**src/rtl/psp_pkg.sv**
```systemverilog
package psp_pkg;

    typedef enum logic [1:0] {
        ST_IDLE    = 2'd0,
        ST_HOST_WR = 2'd1,
        ST_HOST_RD = 2'd2
    } psp_state_e;

endpackage

```
**src/rtl/psp_sync.sv**
```systemverilog
// Multi-stage synchroniser for a bundle of asynchronous inputs.
module psp_sync #(
    parameter int          W       = 1,
    parameter int          STAGES  = 2,
    parameter logic [W-1:0] RST_VAL = '0
) (
    input  logic         clk,
    input  logic         rst_n,
    input  logic [W-1:0] d_async,
    output logic [W-1:0] q_sync
);
    logic [W-1:0] chain [STAGES];

    generate
        for (genvar s = 0; s < STAGES; s++) begin : g_stage
            if (s == 0) begin : g_first
                always_ff @(posedge clk or negedge rst_n) begin
                    if (!rst_n) chain[0] <= RST_VAL;
                    else        chain[0] <= d_async;
                end
            end else begin : g_next
                always_ff @(posedge clk or negedge rst_n) begin
                    if (!rst_n) chain[s] <= RST_VAL;
                    else        chain[s] <= chain[s-1];
                end
            end
        end
    endgenerate

    assign q_sync = chain[STAGES-1];
endmodule

```
**src/rtl/psp_fsm.sv**
```systemverilog
// Transfer framing: decides start and end of host reads and writes.
module psp_fsm
    import psp_pkg::*;
(
    input  logic       clk,
    input  logic       rst_n,
    input  logic       en,
    input  logic       cs_act,
    input  logic       rd_act,
    input  logic       wr_act,
    output psp_state_e state,
    output logic       wr_done,
    output logic       rd_done,
    output logic       drive
);
    psp_state_e nxt;
    logic       wr_sel;
    logic       rd_sel;

    assign wr_sel = cs_act && wr_act;
    assign rd_sel = cs_act && rd_act;

    // State register
    always_ff @(posedge clk or negedge rst_n) begin
        if (!rst_n) state <= ST_IDLE;
        else        state <= nxt;
    end

    // Next-state logic
    always_comb begin
        nxt = state;
        if (!en) begin
            nxt = ST_IDLE;                       // abort
        end else begin
            unique case (state)
                ST_IDLE: begin
                    if (wr_sel)      nxt = ST_HOST_WR;   // write start
                    else if (rd_sel) nxt = ST_HOST_RD;   // read start
                end
                ST_HOST_WR: if (!wr_sel) nxt = ST_IDLE;  // write end
                ST_HOST_RD: if (!rd_sel) nxt = ST_IDLE;  // read end
                default:    nxt = ST_IDLE;
            endcase
        end
    end

    // Outputs
    always_comb begin
        wr_done = 1'b0;
        rd_done = 1'b0;
        drive   = 1'b0;
        unique case (state)
            ST_IDLE: ;
            ST_HOST_WR: wr_done = en && !wr_sel;
            ST_HOST_RD: begin
                drive   = 1'b1;
                rd_done = en && !rd_sel;
            end
            default: ;
        endcase
    end
endmodule

```
**src/rtl/psp_regs.sv**
```systemverilog
// Data registers and status flags.
module psp_regs #(
    parameter int DATA_W = 8
) (
    input  logic              clk,
    input  logic              rst_n,
    input  logic              wr_done,
    input  logic              rd_done,
    input  logic              rd_active,
    input  logic [DATA_W-1:0] bus_data,
    input  logic              core_wr_en,
    input  logic [DATA_W-1:0] core_wdata,
    input  logic              core_rd_en,
    input  logic              irq_clr,
    input  logic              ovf_clr,
    output logic [DATA_W-1:0] in_byte,
    output logic [DATA_W-1:0] out_byte,
    output logic              in_full,
    output logic              out_full,
    output logic              in_ovf,
    output logic              irq
);
    always_ff @(posedge clk or negedge rst_n) begin
        if (!rst_n) begin
            in_byte  <= '0;
            out_byte <= '0;
            in_full  <= 1'b0;
            out_full <= 1'b0;
            in_ovf   <= 1'b0;
            irq      <= 1'b0;
        end else begin
            if (wr_done) in_byte <= bus_data;
            if (core_wr_en) out_byte <= core_wdata;

            if (wr_done)         in_full <= 1'b1;
            else if (core_rd_en) in_full <= 1'b0;

            if (rd_done)                        out_full <= 1'b0;
            else if (core_wr_en && !rd_active)  out_full <= 1'b1;

            if (wr_done && in_full) in_ovf <= 1'b1;
            else if (ovf_clr)       in_ovf <= 1'b0;

            if (wr_done || rd_done) irq <= 1'b1;
            else if (irq_clr)       irq <= 1'b0;
        end
    end
endmodule

```
**src/rtl/par_slave_port.sv**
```systemverilog
module par_slave_port
    import psp_pkg::*;
#(
    parameter int DATA_W      = 8,
    parameter int SYNC_STAGES = 2
) (
    input  logic              clk,
    input  logic              rst_n,
    input  logic              mode_en,
    input  logic              host_cs_n,
    input  logic              host_rd_n,
    input  logic              host_wr_n,
    input  logic [DATA_W-1:0] pad_in,
    output logic [DATA_W-1:0] pad_out,
    output logic              pad_oe,
    input  logic              core_wr_en,
    input  logic [DATA_W-1:0] core_wdata,
    input  logic              core_rd_en,
    output logic [DATA_W-1:0] core_rdata,
    input  logic              core_irq_clr,
    input  logic              core_ovf_clr,
    output logic              in_full,
    output logic              out_full,
    output logic              in_ovf,
    output logic              irq_flag
);
    localparam int CTL_W = 3;

    logic [CTL_W-1:0]  ctl_s;
    logic [DATA_W-1:0] bus_s;
    psp_state_e        state;
    logic              wr_done;
    logic              rd_done;
    logic              drive;
    logic [DATA_W-1:0] out_byte;

    psp_sync #(.W(CTL_W), .STAGES(SYNC_STAGES), .RST_VAL({CTL_W{1'b1}})) u_ctl_sync (
        .clk     (clk),
        .rst_n   (rst_n),
        .d_async ({host_cs_n, host_rd_n, host_wr_n}),
        .q_sync  (ctl_s)
    );

    psp_sync #(.W(DATA_W), .STAGES(SYNC_STAGES), .RST_VAL({DATA_W{1'b0}})) u_bus_sync (
        .clk     (clk),
        .rst_n   (rst_n),
        .d_async (pad_in),
        .q_sync  (bus_s)
    );

    psp_fsm u_fsm (
        .clk     (clk),
        .rst_n   (rst_n),
        .en      (mode_en),
        .cs_act  (!ctl_s[2]),
        .rd_act  (!ctl_s[1]),
        .wr_act  (!ctl_s[0]),
        .state   (state),
        .wr_done (wr_done),
        .rd_done (rd_done),
        .drive   (drive)
    );

    psp_regs #(.DATA_W(DATA_W)) u_regs (
        .clk        (clk),
        .rst_n      (rst_n),
        .wr_done    (wr_done),
        .rd_done    (rd_done),
        .rd_active  (state == ST_HOST_RD),
        .bus_data   (bus_s),
        .core_wr_en (core_wr_en),
        .core_wdata (core_wdata),
        .core_rd_en (core_rd_en),
        .irq_clr    (core_irq_clr),
        .ovf_clr    (core_ovf_clr),
        .in_byte    (core_rdata),
        .out_byte   (out_byte),
        .in_full    (in_full),
        .out_full   (out_full),
        .in_ovf     (in_ovf),
        .irq        (irq_flag)
    );

    assign pad_out = out_byte;
    assign pad_oe  = drive;
endmodule

```
**config.mk**
```make
export PLATFORM = sky130hd
export DESIGN_NAME = par_slave_port
export DESIGN_NICKNAME = d
export VERILOG_FILES = /design/src/rtl/psp_pkg.sv /design/src/rtl/psp_sync.sv /design/src/rtl/psp_fsm.sv /design/src/rtl/psp_regs.sv /design/src/rtl/par_slave_port.sv
export SDC_FILE = /design/constraint.sdc
export NUM_CORES = 1
export LEC_CHECK = 0
export ABC_AREA = 1
export ABC_CLOCK_PERIOD_IN_PS = 2890
export BUFFER_PORTS_ARGS = -buffer_cell sky130_fd_sc_hd__clkbuf_2
export CAP_MARGIN = 25
export CORE_MARGIN = 10
export CORE_UTILIZATION = 25
export CTS_CLUSTER_DIAMETER = 40
export DETAILED_ROUTE_END_ITERATION = 10
export PLACE_DENSITY = 0.52
export SYNTH_ARGS = -nofsm -noshare
export SYNTH_HDL_FRONTEND = slang
export SYNTH_HIERARCHICAL = 1
export SYNTH_SLANG_ARGS = --single-unit
```
**constraint.sdc**
```tcl
create_clock -name clk -period 2.89 [get_ports clk]
set_clock_uncertainty 0.1 [all_clocks]
set_input_delay 0.578 -clock clk [delete_from_list [all_inputs] [get_ports clk]]
set_output_delay 0.578 -clock clk [all_outputs]
set_load 0.05 [all_outputs]
```
==> summary.md <==
| Metric | Value |
|---|---|
| Post-Layout Cell Count | 262 |
| Layout Utilization | 0.3223 |
| Synth cell types | 17 |
| Initial drt markers | 34 |
| Mapped Avg Cell Area | approximately 11 um2 |
| Unrepaired setup endpoints after global routing | no |
| Share of layout cells above drive strength 1 | 0.3636 |
| Synth warn | 6 |
| Largest net degree at the start of global routing | 25 |
| Final Hold Vio Count | 0 |
| Slew Limit Headroom | 0.6224 |
| Clock buffer count from CTS | 5 |
| Clk sink count | 44 |
| Gr ovfl total | 0 |
| Clock Path Buffers | 2 |
| Clock-pin slew on the worst setup and hold paths | 0.08 ns |
| Post-Place Worst Slack | roughly 1.2 ns |
| Total core area | 0.005991 mm2 |
| Slowest CP cell | dfrtp_1 |
| Yosys top cell by area | dfrtp_1 |
| CTS tree | built |
| Critical-path cell list | nor2_4 > clkbuf_2 |
| Arr. time, crit path | 1.15 ns |
| Ant diodes | 0 |
| Actual slew at the worst max-slew pin | 0.5663 ns |
| Routed len/inst | 11.03 um |
| CP peak stage delay | 0.43 ns |
| Routed WL | 2889 um |
| Final net count | 212 |
| Final setup vio count | 0 |
| # hold bufs at CTS | 0 |
| Mapped cell area | between 0.0015 and 0.002 mm2 |
| Multi-input gate area | 275.3 um2 |
| Max-slew violations | 0 |
| Initial core utilization | 0.2619 |
| Via count | 930 |
| Fmax achieved | 548.5 MHz |
| Area growth, synth to finish | 23.05% |
| Vias in the first global route | 952 |
| Die width | 99.22 um |
| Tot GR Track Use | 0.06135 |
| First-pass GRT wire length | 4774 um |
| Inst Count DP | 254 |
| Post-route ant nets | 0 |
| FF+latch count, synth | 44 |
| RePlAce Congestion | 0.7715 |
| DIE HEIGHT | 99.22 um |
| Synth Net Count | 170 |
| WS Path Type | reg -> out |
| Ports | 47 |
| Setup TNS | 0 ns |
| Initial antenna violation count | 0 |
| Worst skew pair latency | 0.28 ns |
| Sequential share of the synthesized area | 0.7065 |
| Die area | slightly below 0.01 mm2 |
| Final Total Pwr | 0.001447 W |
| Post-DP HPWL | 2266 um |
| Final period util | 0.6309 |
| R2r setup slk | 1.30 ns |
| Hold Crit Class | in -> async |
| MaxCap Viol Count | 0 |
| Pleak | 1.025 nW |
| Num rows | 28 |
| Critical Path RT | about 2.2 ns |
| H-tree depth | 2 |
| # resized after CTS | 0 |
| Area contributors post-synth | dfrtp_1, dfstp_2, nand2_1 |
| Crit path max fanout | 3 |
| PortBufs | 46 |
| Residual DRC count | 0 |
| Element type at the critical path end | output pin |
| Final setup margin | around 1.1 ns |
| Synth top area share | 0.6061 |
| Min Tclk post-route | 1.823 ns |
| Crit start category | register |
| Mapped Cells | ~140 |
| Storage cell area | 0.001109 mm2 |
| Post-CTS Setup Bufs | 0 |
| Filler cell count | 628 |
| Maximum vdd drop | 0.2969 mV |
| Outcome | completed |
| Power per Cell Area | ~750 mW/mm2 |
| Vias/cell | approximately 3.5 |
| Root Buffer | clkbuf_8 |
| Initial DRT Pass Iterations | 4 |
## cell type report
cell class,instances,area share
sequential,44,0.5742
multi-input combinational,64,0.1426
timing repair buffer,48,0.1270
tap,75,0.04861
inverter,23,0.04472
clock buffer,6,0.04277
clock inverter,2,0.02009
## critical path, delay by kind of cell (launching register included)
family | cells | cell delay [ns]
buf+inv | 1 | 0.29
flops | 1 | 0.43
simple gates | 1 | 0.14
## metal layers
layer | global-route usage | part of all wire | vias to the layer above
li1 | - | - | 502
met1 | 0.07563 | 0.45 | 392
met2 | 0.08667 | 0.45 | 34
met3 | 0.03253 | 0.090 | 2
met4 | 0.02646 | 0.0087 | 0
met5 | 0 | 0 | -
## synth_stat cells
| cell type | number |
|---|---|
| buf_2 | 1 |
| nand2_1 | 41 |
| dfrtp_1 | 38 |
| o21ai_0 | 11 |
| inv_2 | 3 |
| buf_6 | 1 |
| nand4_1 | 1 |
| nand3_1 | 1 |
| dfstp_2 | 6 |
| nor2_4 | 1 |
| clkinv_1 | 1 |
| nor2_1 | 5 |
| inv_1 | 19 |
| a21oi_1 | 1 |
| a21boi_1 | 1 |
| nor2_2 | 2 |
| buf_4 | 11 |
## flip-flops by register name, indices dropped and copies added (netlist names)
register           cells
u_ctl_sync/chain       3
u_regs/in_full         1
u_regs/in_ovf          1
u_fsm/state            2
u_regs/out_full        1
u_regs/in_byte         8
u_bus_sync/q_sync      8
u_bus_sync/chain       8
u_regs/out_byte        8
u_ctl_sync/q_sync      3
u_regs/irq             1
## cell usage in the layout (no fill, tap or decap), drive strengths merged, types with 2 or more instances in the layout
| master | count |
|---|---|
| dfrtp | 38 |
| inv | 22 |
| nand2 | 41 |
| clkinv | 2 |
| o21ai | 11 |
| clkbuf | 52 |
| nor2 | 8 |
| buf | 2 |
| dfstp | 6 |
## worst paths after layout
kind                                           start                   end  depth (start not counted)
worst max-delay path                  u_fsm/state[0]                pad_oe                          2
worst max register to register  u_ctl_sync/q_sync[2]     u_regs/in_byte[0]                          8
min in group clk                u_bus_sync/chain[13]  u_bus_sync/q_sync[5]                          0
max in group asynchronous                      rst_n  u_ctl_sync/q_sync[1]                          2
worst min register to register  u_bus_sync/chain[13]  u_bus_sync/q_sync[5]                          0
worst min-delay path                           rst_n  u_bus_sync/chain[12]                          1
## logic make-up after synthesis
family | count (synthesis) | synth area share
and+or+nand+nor | 51 | 0.1324
DFF | 44 | 0.7065
buffers and inverters | 36 | 0.1180
AOI/OAI and AO/OA | 13 | 0.04306
## through the flow
step | cell area, um2 | hold WS [ns]
after global placement | 1809 | 0.2344
after floorplan | 1569 | 0.1824
final | 1931 | 0.1741
after CTS | 1931 | 0.1831
after global routing | 1931 | 0.2175
after detailed placement | 1809 | 0.2347
## where the power goes
part	switching (W)	total [W]	leakage [nW]	internal [W]
Clock	0.000191	0.000473	0.0614	0.000282
Sequential	0.0000265	0.000701	0.525	0.000675
Combinational	0.000214	0.000272	0.438	0.0000585
Note: power is estimated with default switching activity, not from simulation.
